$ cat src/rtl/dbf_pkg.sv
package dbf_pkg;

    localparam logic [7:0] OP_STAT  = 8'h57;
    localparam logic [7:0] OP_RD_B0 = 8'h54;
    localparam logic [7:0] OP_RD_B1 = 8'h56;
    localparam logic [7:0] OP_WR_B0 = 8'h84;
    localparam logic [7:0] OP_WR_B1 = 8'h87;

    typedef enum logic [3:0] {
        ST_IDLE, ST_OPCODE, ST_ADDR, ST_DUMMY, ST_RDDATA,
        ST_WRDATA, ST_STATUS, ST_ARRAY, ST_IGNORE
    } fe_state_e;

    typedef enum logic [2:0] {
        K_NONE, K_STAT, K_BRD, K_BWR, K_ARR
    } cmd_kind_e;

    typedef struct packed {
        cmd_kind_e kind;
        logic      sel;
    } cmd_dec_t;

    function automatic cmd_dec_t decode_op(input logic [7:0] op);
        cmd_dec_t d;
        d.kind = K_NONE;
        d.sel  = 1'b0;
        case (op)
            OP_STAT:  d.kind = K_STAT;
            OP_RD_B0: d.kind = K_BRD;
            OP_RD_B1: begin d.kind = K_BRD; d.sel = 1'b1; end
            OP_WR_B0: d.kind = K_BWR;
            OP_WR_B1: begin d.kind = K_BWR; d.sel = 1'b1; end
            8'h52, 8'h53, 8'h55, 8'h58, 8'h59, 8'h60, 8'h61,
            8'h82, 8'h83, 8'h85, 8'h86, 8'h88, 8'h89: d.kind = K_ARR;
            default: d.kind = K_NONE;
        endcase
        return d;
    endfunction

endpackage

$ cat src/rtl/dbf_edge.sv
module dbf_edge (
    input  logic clk,
    input  logic rst_n,
    input  logic sck,
    input  logic cs_n,
    output logic sck_rise,
    output logic sck_fall,
    output logic cs_fall,
    output logic cs_rise
);
    logic sck_d;
    logic cs_d;

    always_ff @(posedge clk or negedge rst_n) begin
        if (!rst_n) begin
            sck_d <= 1'b0;
            cs_d  <= 1'b1;
        end else begin
            sck_d <= sck;
            cs_d  <= cs_n;
        end
    end

    assign sck_rise = sck & ~sck_d;
    assign sck_fall = ~sck & sck_d;
    assign cs_fall  = ~cs_n & cs_d;
    assign cs_rise  = cs_n & ~cs_d;

endmodule

$ cat src/rtl/dbf_buffers.sv
module dbf_buffers #(
    parameter int NBUF   = 2,
    parameter int DEPTH  = 264,
    parameter int ADDR_W = 9
) (
    input  logic              clk,
    input  logic              rst_n,
    input  logic              wr_en,
    input  logic              wr_sel,
    input  logic [ADDR_W-1:0] wr_addr,
    input  logic [7:0]        wr_data,
    input  logic              rd_sel,
    input  logic [ADDR_W-1:0] rd_addr,
    output logic [7:0]        rd_data
);
    logic [7:0] bank_rd [NBUF];

    for (genvar b = 0; b < NBUF; b++) begin : g_bank
        logic [7:0] mem [DEPTH];
        always_ff @(posedge clk) begin
            if (wr_en && (wr_sel == 1'(b)))
                mem[wr_addr] <= wr_data;
        end
        assign bank_rd[b] = mem[rd_addr];
    end

    assign rd_data = bank_rd[rd_sel];

    // a write never lands past the last buffer position
    assert_wr_in_range_R6: assert property (@(posedge clk) disable iff (!rst_n)
        wr_en |-> (int'(wr_addr) < DEPTH));

    // reads stay inside the buffer as well
    assert_rd_in_range_R6: assert property (@(posedge clk) disable iff (!rst_n)
        int'(rd_addr) < DEPTH);

endmodule

$ cat src/rtl/dbf_tx.sv
module dbf_tx (
    input  logic       clk,
    input  logic       rst_n,
    input  logic       clear,
    input  logic       shift_en,
    input  logic [7:0] byte_in,
    output logic       load,
    output logic       so,
    output logic       so_en_q
);
    logic [6:0] tx_q;
    logic [2:0] left_q;

    assign load = shift_en && (left_q == 3'd0);

    always_ff @(posedge clk or negedge rst_n) begin
        if (!rst_n) begin
            tx_q    <= '0;
            left_q  <= '0;
            so      <= 1'b0;
            so_en_q <= 1'b0;
        end else if (clear) begin
            left_q  <= '0;
            so_en_q <= 1'b0;
        end else if (load) begin
            so      <= byte_in[7];
            tx_q    <= byte_in[6:0];
            left_q  <= 3'd7;
            so_en_q <= 1'b1;
        end else if (shift_en) begin
            so      <= tx_q[6];
            tx_q    <= {tx_q[5:0], 1'b0};
            left_q  <= left_q - 3'd1;
        end
    end

    // the enable is released within one clock of chip-select going high
    assert_en_clears_R7: assert property (@(posedge clk) disable iff (!rst_n)
        clear |=> !so_en_q);

endmodule

$ cat src/rtl/dbuf_flash_front.sv
module dbuf_flash_front
    import dbf_pkg::*;
#(
    parameter int BUF_BYTES = 264,
    parameter int ADDR_W    = 9,
    parameter int PAGE_W    = 12,
    parameter int ADDR_BITS = 24
) (
    input  logic              clk,
    input  logic              rst_n,
    input  logic              spi_cs_n,
    input  logic              spi_sck,
    input  logic              spi_si,
    output logic              spi_so,
    output logic              spi_so_en,
    input  logic              arr_busy,
    input  logic              arr_buf_sel,
    input  logic              arr_cmp_miss,
    output logic              arr_start,
    output logic [7:0]        arr_opcode,
    output logic [PAGE_W-1:0] arr_page
);
    localparam int                KEEP_W    = PAGE_W + ADDR_W;
    localparam logic [4:0]        ADDR_LAST = 5'(ADDR_BITS - 1);
    localparam logic [ADDR_W-1:0] DEPTH_V   = ADDR_W'(BUF_BYTES);
    localparam logic [ADDR_W-1:0] LAST_V    = ADDR_W'(BUF_BYTES - 1);
    localparam logic [2:0]        DENSITY   = 3'b100;

    fe_state_e state_q, state_d;

    logic              sck_rise, sck_fall, cs_fall, cs_rise;
    logic [6:0]        sh_q;
    logic [7:0]        si_byte;
    logic [KEEP_W-2:0] addr_q;
    logic [KEEP_W-1:0] addr_next;
    logic [4:0]        cnt_q;
    cmd_kind_e         kind_q;
    logic              sel_q;
    logic [ADDR_W-1:0] ptr_q;
    logic [7:0]        op_q;
    cmd_dec_t          dec;
    logic              blocked;
    logic              opc_done, addr_done;
    logic              wr_en;
    logic [7:0]        rd_data, tx_byte, status_byte;
    logic              shift_en, tx_load, so_en_q;

    function automatic logic [ADDR_W-1:0] ptr_inc(input logic [ADDR_W-1:0] p);
        return (p == LAST_V) ? '0 : p + 1'b1;
    endfunction

    function automatic logic [ADDR_W-1:0] ptr_norm(input logic [ADDR_W-1:0] a);
        return (a >= DEPTH_V) ? a - DEPTH_V : a;
    endfunction

    dbf_edge u_edge (
        .clk      (clk),
        .rst_n    (rst_n),
        .sck      (spi_sck),
        .cs_n     (spi_cs_n),
        .sck_rise (sck_rise),
        .sck_fall (sck_fall),
        .cs_fall  (cs_fall),
        .cs_rise  (cs_rise)
    );

    assign si_byte   = {sh_q, spi_si};
    assign addr_next = {addr_q, spi_si};
    assign dec       = decode_op(si_byte);
    assign blocked   = arr_busy &&
                       ((dec.kind == K_ARR) ||
                        (((dec.kind == K_BRD) || (dec.kind == K_BWR)) &&
                         (dec.sel == arr_buf_sel)));

    assign opc_done  = !spi_cs_n && !cs_fall && sck_rise &&
                       (state_q == ST_OPCODE) && (cnt_q == 5'd7);
    assign addr_done = !spi_cs_n && !cs_fall && sck_rise &&
                       (state_q == ST_ADDR) && (cnt_q == ADDR_LAST);
    assign wr_en     = !spi_cs_n && sck_rise &&
                       (state_q == ST_WRDATA) && (cnt_q == 5'd7);

    // next-state logic
    always_comb begin
        state_d = state_q;
        if (spi_cs_n) begin
            state_d = ST_IDLE;
        end else if (cs_fall) begin
            state_d = ST_OPCODE;
        end else if (sck_rise) begin
            unique case (state_q)
                ST_OPCODE: begin
                    if (cnt_q == 5'd7) begin
                        if ((dec.kind == K_NONE) || blocked) state_d = ST_IGNORE;
                        else if (dec.kind == K_STAT)         state_d = ST_STATUS;
                        else                                 state_d = ST_ADDR;
                    end
                end
                ST_ADDR: begin
                    if (cnt_q == ADDR_LAST) begin
                        if (kind_q == K_BRD)      state_d = ST_DUMMY;
                        else if (kind_q == K_BWR) state_d = ST_WRDATA;
                        else                      state_d = ST_ARRAY;
                    end
                end
                ST_DUMMY: if (cnt_q == 5'd7) state_d = ST_RDDATA;
                ST_IDLE, ST_RDDATA, ST_WRDATA, ST_STATUS,
                ST_ARRAY, ST_IGNORE: state_d = state_q;
                default: state_d = ST_IDLE;
            endcase
        end
    end

    // state register
    always_ff @(posedge clk or negedge rst_n) begin
        if (!rst_n) state_q <= ST_IDLE;
        else        state_q <= state_d;
    end

    // datapath and output registers
    always_ff @(posedge clk or negedge rst_n) begin
        if (!rst_n) begin
            cnt_q      <= '0;
            sh_q       <= '0;
            addr_q     <= '0;
            kind_q     <= K_NONE;
            sel_q      <= 1'b0;
            op_q       <= '0;
            ptr_q      <= '0;
            arr_start  <= 1'b0;
            arr_opcode <= '0;
            arr_page   <= '0;
        end else begin
            arr_start <= cs_rise && (state_q == ST_ARRAY);
            if (state_d != state_q)
                cnt_q <= '0;
            else if (sck_rise && !spi_cs_n)
                cnt_q <= ((state_q == ST_WRDATA) && (cnt_q == 5'd7)) ? '0 : cnt_q + 5'd1;
            if (sck_rise && !spi_cs_n) begin
                sh_q   <= si_byte[6:0];
                addr_q <= addr_next[KEEP_W-2:0];
            end
            if (opc_done) begin
                kind_q <= dec.kind;
                sel_q  <= dec.sel;
                op_q   <= si_byte;
            end
            if (addr_done) begin
                ptr_q <= ptr_norm(addr_next[ADDR_W-1:0]);
                if (kind_q == K_ARR) begin
                    arr_opcode <= op_q;
                    arr_page   <= addr_next[KEEP_W-1:ADDR_W];
                end
            end else if (wr_en || (tx_load && (state_q == ST_RDDATA))) begin
                ptr_q <= ptr_inc(ptr_q);
            end
        end
    end

    dbf_buffers #(
        .NBUF   (2),
        .DEPTH  (BUF_BYTES),
        .ADDR_W (ADDR_W)
    ) u_bufs (
        .clk     (clk),
        .rst_n   (rst_n),
        .wr_en   (wr_en),
        .wr_sel  (sel_q),
        .wr_addr (ptr_q),
        .wr_data (si_byte),
        .rd_sel  (sel_q),
        .rd_addr (ptr_q),
        .rd_data (rd_data)
    );

    assign status_byte = {~arr_busy, arr_cmp_miss, DENSITY, 3'b000};
    assign tx_byte     = (state_q == ST_STATUS) ? status_byte : rd_data;
    assign shift_en    = sck_fall && !spi_cs_n &&
                         ((state_q == ST_RDDATA) || (state_q == ST_STATUS));

    dbf_tx u_tx (
        .clk      (clk),
        .rst_n    (rst_n),
        .clear    (spi_cs_n),
        .shift_en (shift_en),
        .byte_in  (tx_byte),
        .load     (tx_load),
        .so       (spi_so),
        .so_en_q  (so_en_q)
    );

    assign spi_so_en = so_en_q && !spi_cs_n;

    // releasing chip-select returns the controller to idle
    assert_cs_idle_R7: assert property (@(posedge clk) disable iff (!rst_n)
        $rose(spi_cs_n) |=> (state_q == ST_IDLE));

    // the start strobe lasts a single cycle
    assert_start_single_R9: assert property (@(posedge clk) disable iff (!rst_n)
        arr_start |=> !arr_start);

    // a strobe only follows a fully addressed array command
    assert_start_source_R9: assert property (@(posedge clk) disable iff (!rst_n)
        arr_start |-> ($past(state_q) == ST_ARRAY));

    // the output is only enabled in the two data-out states
    assert_en_states_R10: assert property (@(posedge clk) disable iff (!rst_n)
        spi_so_en |-> ((state_q == ST_RDDATA) || (state_q == ST_STATUS)));

    // buffer writes happen only in the data-in state of a write command
    assert_wr_kind_R4: assert property (@(posedge clk) disable iff (!rst_n)
        wr_en |-> (kind_q == K_BWR));

endmodule

$ cat config.mk
export PLATFORM = sky130hd
export DESIGN_NAME = dbuf_flash_front
export DESIGN_NICKNAME = d
export VERILOG_FILES = /design/src/rtl/dbf_pkg.sv /design/src/rtl/dbf_edge.sv /design/src/rtl/dbf_buffers.sv /design/src/rtl/dbf_tx.sv /design/src/rtl/dbuf_flash_front.sv
export SDC_FILE = /design/constraint.sdc
export NUM_CORES = 2
export LEC_CHECK = 0
export CAP_MARGIN = 20
export CORE_MARGIN = 10
export CORE_UTILIZATION = 40
export DETAILED_ROUTE_END_ITERATION = 16
export PLACE_DENSITY = 0.63
export SETUP_SLACK_MARGIN = 0.4
export SYNTH_ARGS = -nofsm -noshare
export SYNTH_HDL_FRONTEND = slang
export SYNTH_MEMORY_MAX_BITS = 65536
export SYNTH_SLANG_ARGS = --single-unit
$ cat constraint.sdc
create_clock -name clk -period 16.4 [get_ports clk]
set_clock_uncertainty 0.15 [all_clocks]
set_input_delay 4.1 -clock clk [delete_from_list [all_inputs] [get_ports clk]]
set_output_delay 4.1 -clock clk [all_outputs]
set_load 0.01 [all_outputs]
==> impl_metrics.sql <==
INSERT INTO impl_metrics (metric_group, metric, value, unit) VALUES
('pwr', 'p_seq_share', '51.6', '%'),
('yosys', 'yosys.area.top_type', 'sky130_fd_sc_hd__edfxtp_1', ''),
('clock_network', 'cts_resized', '0', ''),
('yosys', 'synth_top_flop_cell', 'sky130_fd_sc_hd__edfxtp_1', ''),
('cells_and_area', 'final_cell_area', '0.188', 'mm2'),
('yosys', 'synth_compound_gate_area_share', '2.52', '%'),
('hold_path', 'hp-class', 'flop to flop', ''),
('detailed_routing', 'routed_via_density', '6.23', ''),
('yosys', 'synth_mux_area_share', '15.9', '%'),
('yosys', 'async_reset_ff_share', '1.97', '%'),
('clock_network', 'clock_latency', '980', 'ps'),
('run', 'count_of_maximum_capacitance_violations', '0', ''),
('cells_and_area', 'multi_input_gate_area_in_the_final_layout', '0.0362', 'mm2'),
('detailed_routing', 'm1WireLength', '187000', 'um'),
('yosys', 'synth_xor_area_share', '0.0470', '%'),
('clock_network', 'postCtsSetupRepairBufs', '0', ''),
('floorplanning', 'placement_rows', '237', ''),
('pwr', 'p_clk_share', '39.9', '%'),
('sta', 'period_needed', '9660', 'ps'),
('clock_network', 'cts.sink_count', '4309', ''),
('critical_path', 'worstSetupStartpointType', 'input port', ''),
('yosys', 'synth_top_area_share', '75.7', '%'),
('sta', 'layout_worst_path_cycle_share', '58.9', '%'),
('detailed_routing', 'detailed_routed_wire_length_on_met3', '61600', 'um'),
('pwr', 'power.internal', '18800', 'uW'),
('sta', 'hold_viol_final', '0', ''),
('yosys', 'post_synth_edffs', '4224', ''),
('global_route', 'pin_count_of_the_biggest_net_entering_global_routing', '151', ''),
('pwr', 'peakVddDrop', '0.0908', 'mV'),
('yosys', 'synth_area', '0.168', 'mm2'),
('yosys', 'synth_area_per_cell', '21.3', 'um2'),
('detailed_routing', 'wl_met2', '226000', 'um'),
('detailed_routing', 'detail_route.wl_per_cell', '35.9', 'um'),
('status', 'run_status', 'finished clean', ''),
('placed_design', 'dp_slack', '6350', 'ps'),
('yosys', 'post_synth_most_frequent_cells', '4224 x sky130_fd_sc_hd__edfxtp_1, 1058 x sky130_fd_sc_hd__mux4_2, 606 x sky130_fd_sc_hd__nor2_1', ''),
('yosys', 'flip_flop_and_latch_count_after_synthesis', '4309', ''),
('cells_and_area', 'post_route_cells_drive_above_1_share', '24.3', '%'),
('pwr', 'switching_share_of_total_power', '23.8', '%'),
('floorplanning', 'pin_count', '31', ''),
('critical_path', 'worst_ep_required_time', '12150', 'ps'),
('cells_and_area', 'syn2layout_area_growth', '12.5', '%'),
('detailed_routing', 'vias', '86800', ''),
('global_route', 'wire_length_of_the_first_global_routing_pass', '696000', 'um'),
('sta', 'setup_tns_final', '0', 'ps'),
('floorplanning', 'die_x', '667', 'um'),
('detailed_routing', 'detail_route.drc_violations', '0', ''),
('critical_path', 'critical_path.max_fanout', '7', ''),
('floorplanning', 'coreArea', '0.417', 'mm2'),
('clock_network', 'cts.root.buffer_cell', 'sky130_fd_sc_hd__clkbuf_16', ''),
('sta', 'setup_ws', '6740', 'ps'),
('critical_path', 'ff2ff_setup_slack', '9610', 'ps'),
('detailed_routing', 'initialDrtViolationCount', '13100', ''),
('global_route', 'initial_antenna_violation_count', '19', ''),
('sta', 'final-setup-viol-count', '0', ''),
('yosys', 'synth_fa_ha_area_share', '0.0597', '%'),
('cells_and_area', 'net_total_in_the_final_layout', '8082', ''),
('yosys', 'ys_seq_area_share', '77.0', '%'),
('sta', 'worst-slew-pin-transition', '1310', 'ps'),
('pwr', 'p_per_area', '131', 'mW/mm2'),
('critical_path', 'critPathArrivalTime', '5410', 'ps'),
('detailed_routing', 'drt_pre_antenna_iters', '6', ''),
('sta', 'report.final.slew_viol_count', '0', ''),
('sta', 'rsz0062_at_grt', 'false', ''),
('yosys', 'yosysUniqueCellTypes', '82', ''),
('global_route', 'grt_util_overall', '21.9', '%'),
('placed_design', 'gp_congestion', '0.918', ''),
('critical_path', 'cp-end-kind', 'primary output', ''),
('clock_network', 'tritoncts', 'done', ''),
('placed_design', 'port_buffers', '30', ''),
('sta', 'fin_hold_ws', '328', 'ps');
## registers in the layout (all words and copies together), names as in the netlist, 5 cells and up
signal / count
arr_opcode: 8
u_tx.tx_q: 7
sh_q: 6
op_q: 8
addr_q: 14
cnt_q: 5
u_bufs.g_bank.mem: 4224
ptr_q: 9
arr_page: 12
## cells by family after synthesis
| kind of cell | Yosys count |
|---|---|
| flip-flops | 4309 |
| multiplexers | 1335 |
| AND/OR/NAND/NOR | 1112 |
| AO/OA/AOI/OAI | 597 |
| buffers and inverters | 506 |
| XOR/XNOR | 9 |
| adder cells (fa/ha/maj) | 8 |
## final timing paths
kind / from / endpoint / cells past startpoint
worst min-delay path: op_q[2] / op_q[2] / 2
worst max register to register: ptr_q[0] / u_tx.so / 11
worst min register to register: op_q[2] / op_q[2] / 2
worst max-delay path: spi_cs_n / spi_so_en / 3
min in group asynchronous: rst_n / u_tx.so_en_q / 1
max in group asynchronous: rst_n / sh_q[4] / 2
## layer usage
metal | global-route usage (%) | up-vias
li1 | - | 33300
met1 | 29.8 | 45900
met2 | 33.0 | 6526
met3 | 6.47 | 1018
met4 | 9.29 | 12
met5 | 0 | -
## power groups by stage
stage,Clock (uW),Sequential [uW],Combinational [uW]
after floorplan,0,13400,861
after global placement,0,12900,2100
after detailed placement,0,12900,2100
after CTS,9900,12700,2100
after global routing,10300,12700,2180
final,9820,12700,2110
## cells in the final DEF (no fill, tap or decap), types with 14 or more instances in the layout
| master | netlist | final |
|---|---|---|
| sky130_fd_sc_hd__o21ai_0 | 50 | 50 |
| sky130_fd_sc_hd__mux2_1 | 20 | 20 |
| sky130_fd_sc_hd__clkbuf_1 | 237 | 50 |
| sky130_fd_sc_hd__nor4_1 | 23 | 19 |
| sky130_fd_sc_hd__mux2i_1 | 237 | 237 |
| sky130_fd_sc_hd__nand2_1 | 234 | 231 |
| sky130_fd_sc_hd__clkinv_4 | 0 | 18 |
| sky130_fd_sc_hd__clkinv_2 | 0 | 79 |
| sky130_fd_sc_hd__nor2_1 | 606 | 600 |
| sky130_fd_sc_hd__clkinv_1 | 2 | 77 |
| sky130_fd_sc_hd__inv_6 | 0 | 19 |
| sky130_fd_sc_hd__nor3_1 | 47 | 46 |
| sky130_fd_sc_hd__nand3_1 | 84 | 56 |
| sky130_fd_sc_hd__clkbuf_16 | 0 | 424 |
| sky130_fd_sc_hd__nand3_2 | 0 | 16 |
| sky130_fd_sc_hd__a21oi_1 | 100 | 100 |
| sky130_fd_sc_hd__dfrtp_1 | 84 | 70 |
| sky130_fd_sc_hd__bufinv_16 | 0 | 52 |
| sky130_fd_sc_hd__buf_12 | 4 | 17 |
| sky130_fd_sc_hd__inv_1 | 15 | 14 |
| sky130_fd_sc_hd__mux2_2 | 20 | 20 |
| sky130_fd_sc_hd__nand4_1 | 19 | 19 |
| sky130_fd_sc_hd__buf_4 | 49 | 205 |
| sky130_fd_sc_hd__clkinvlp_4 | 0 | 35 |
| sky130_fd_sc_hd__clkdlybuf4s50_1 | 0 | 28 |
| sky130_fd_sc_hd__mux4_2 | 1058 | 1058 |
| sky130_fd_sc_hd__a31oi_1 | 28 | 28 |
| sky130_fd_sc_hd__o22ai_1 | 48 | 48 |
| sky130_fd_sc_hd__a22oi_1 | 181 | 181 |
| sky130_fd_sc_hd__a221oi_1 | 40 | 40 |
| sky130_fd_sc_hd__edfxtp_1 | 4224 | 4224 |
| sky130_fd_sc_hd__a22o_1 | 33 | 33 |
| sky130_fd_sc_hd__a211oi_1 | 22 | 22 |
## stage by stage
step,power [uW],std cells
2_1_floorplan,14300,7876
3_3_place_gp,15000,13100
3_5_place_dp,15000,13100
4_1_cts,24700,13900
5_1_grt,25200,13900
6_report,24600,13900
## worst max-delay path, stage by stage
cell and delay (ps):
sky130_fd_sc_hd__clkdlybuf4s50_1 530, sky130_fd_sc_hd__nor2b_1 210, sky130_fd_sc_hd__clkdlybuf4s50_1 570
## final cells by class
type	count	share of cell area, %
timing repair buffer	262	1.23
clock inverter	290	1.63
sequential	4309	68.5
inverter	17	0.0378
antenna	12	0.0159
clock buffer	480	5.77
multi-input combinational	3061	19.2
tap	5497	3.65
No activity file was read; power rests on OpenSTA's default activity.
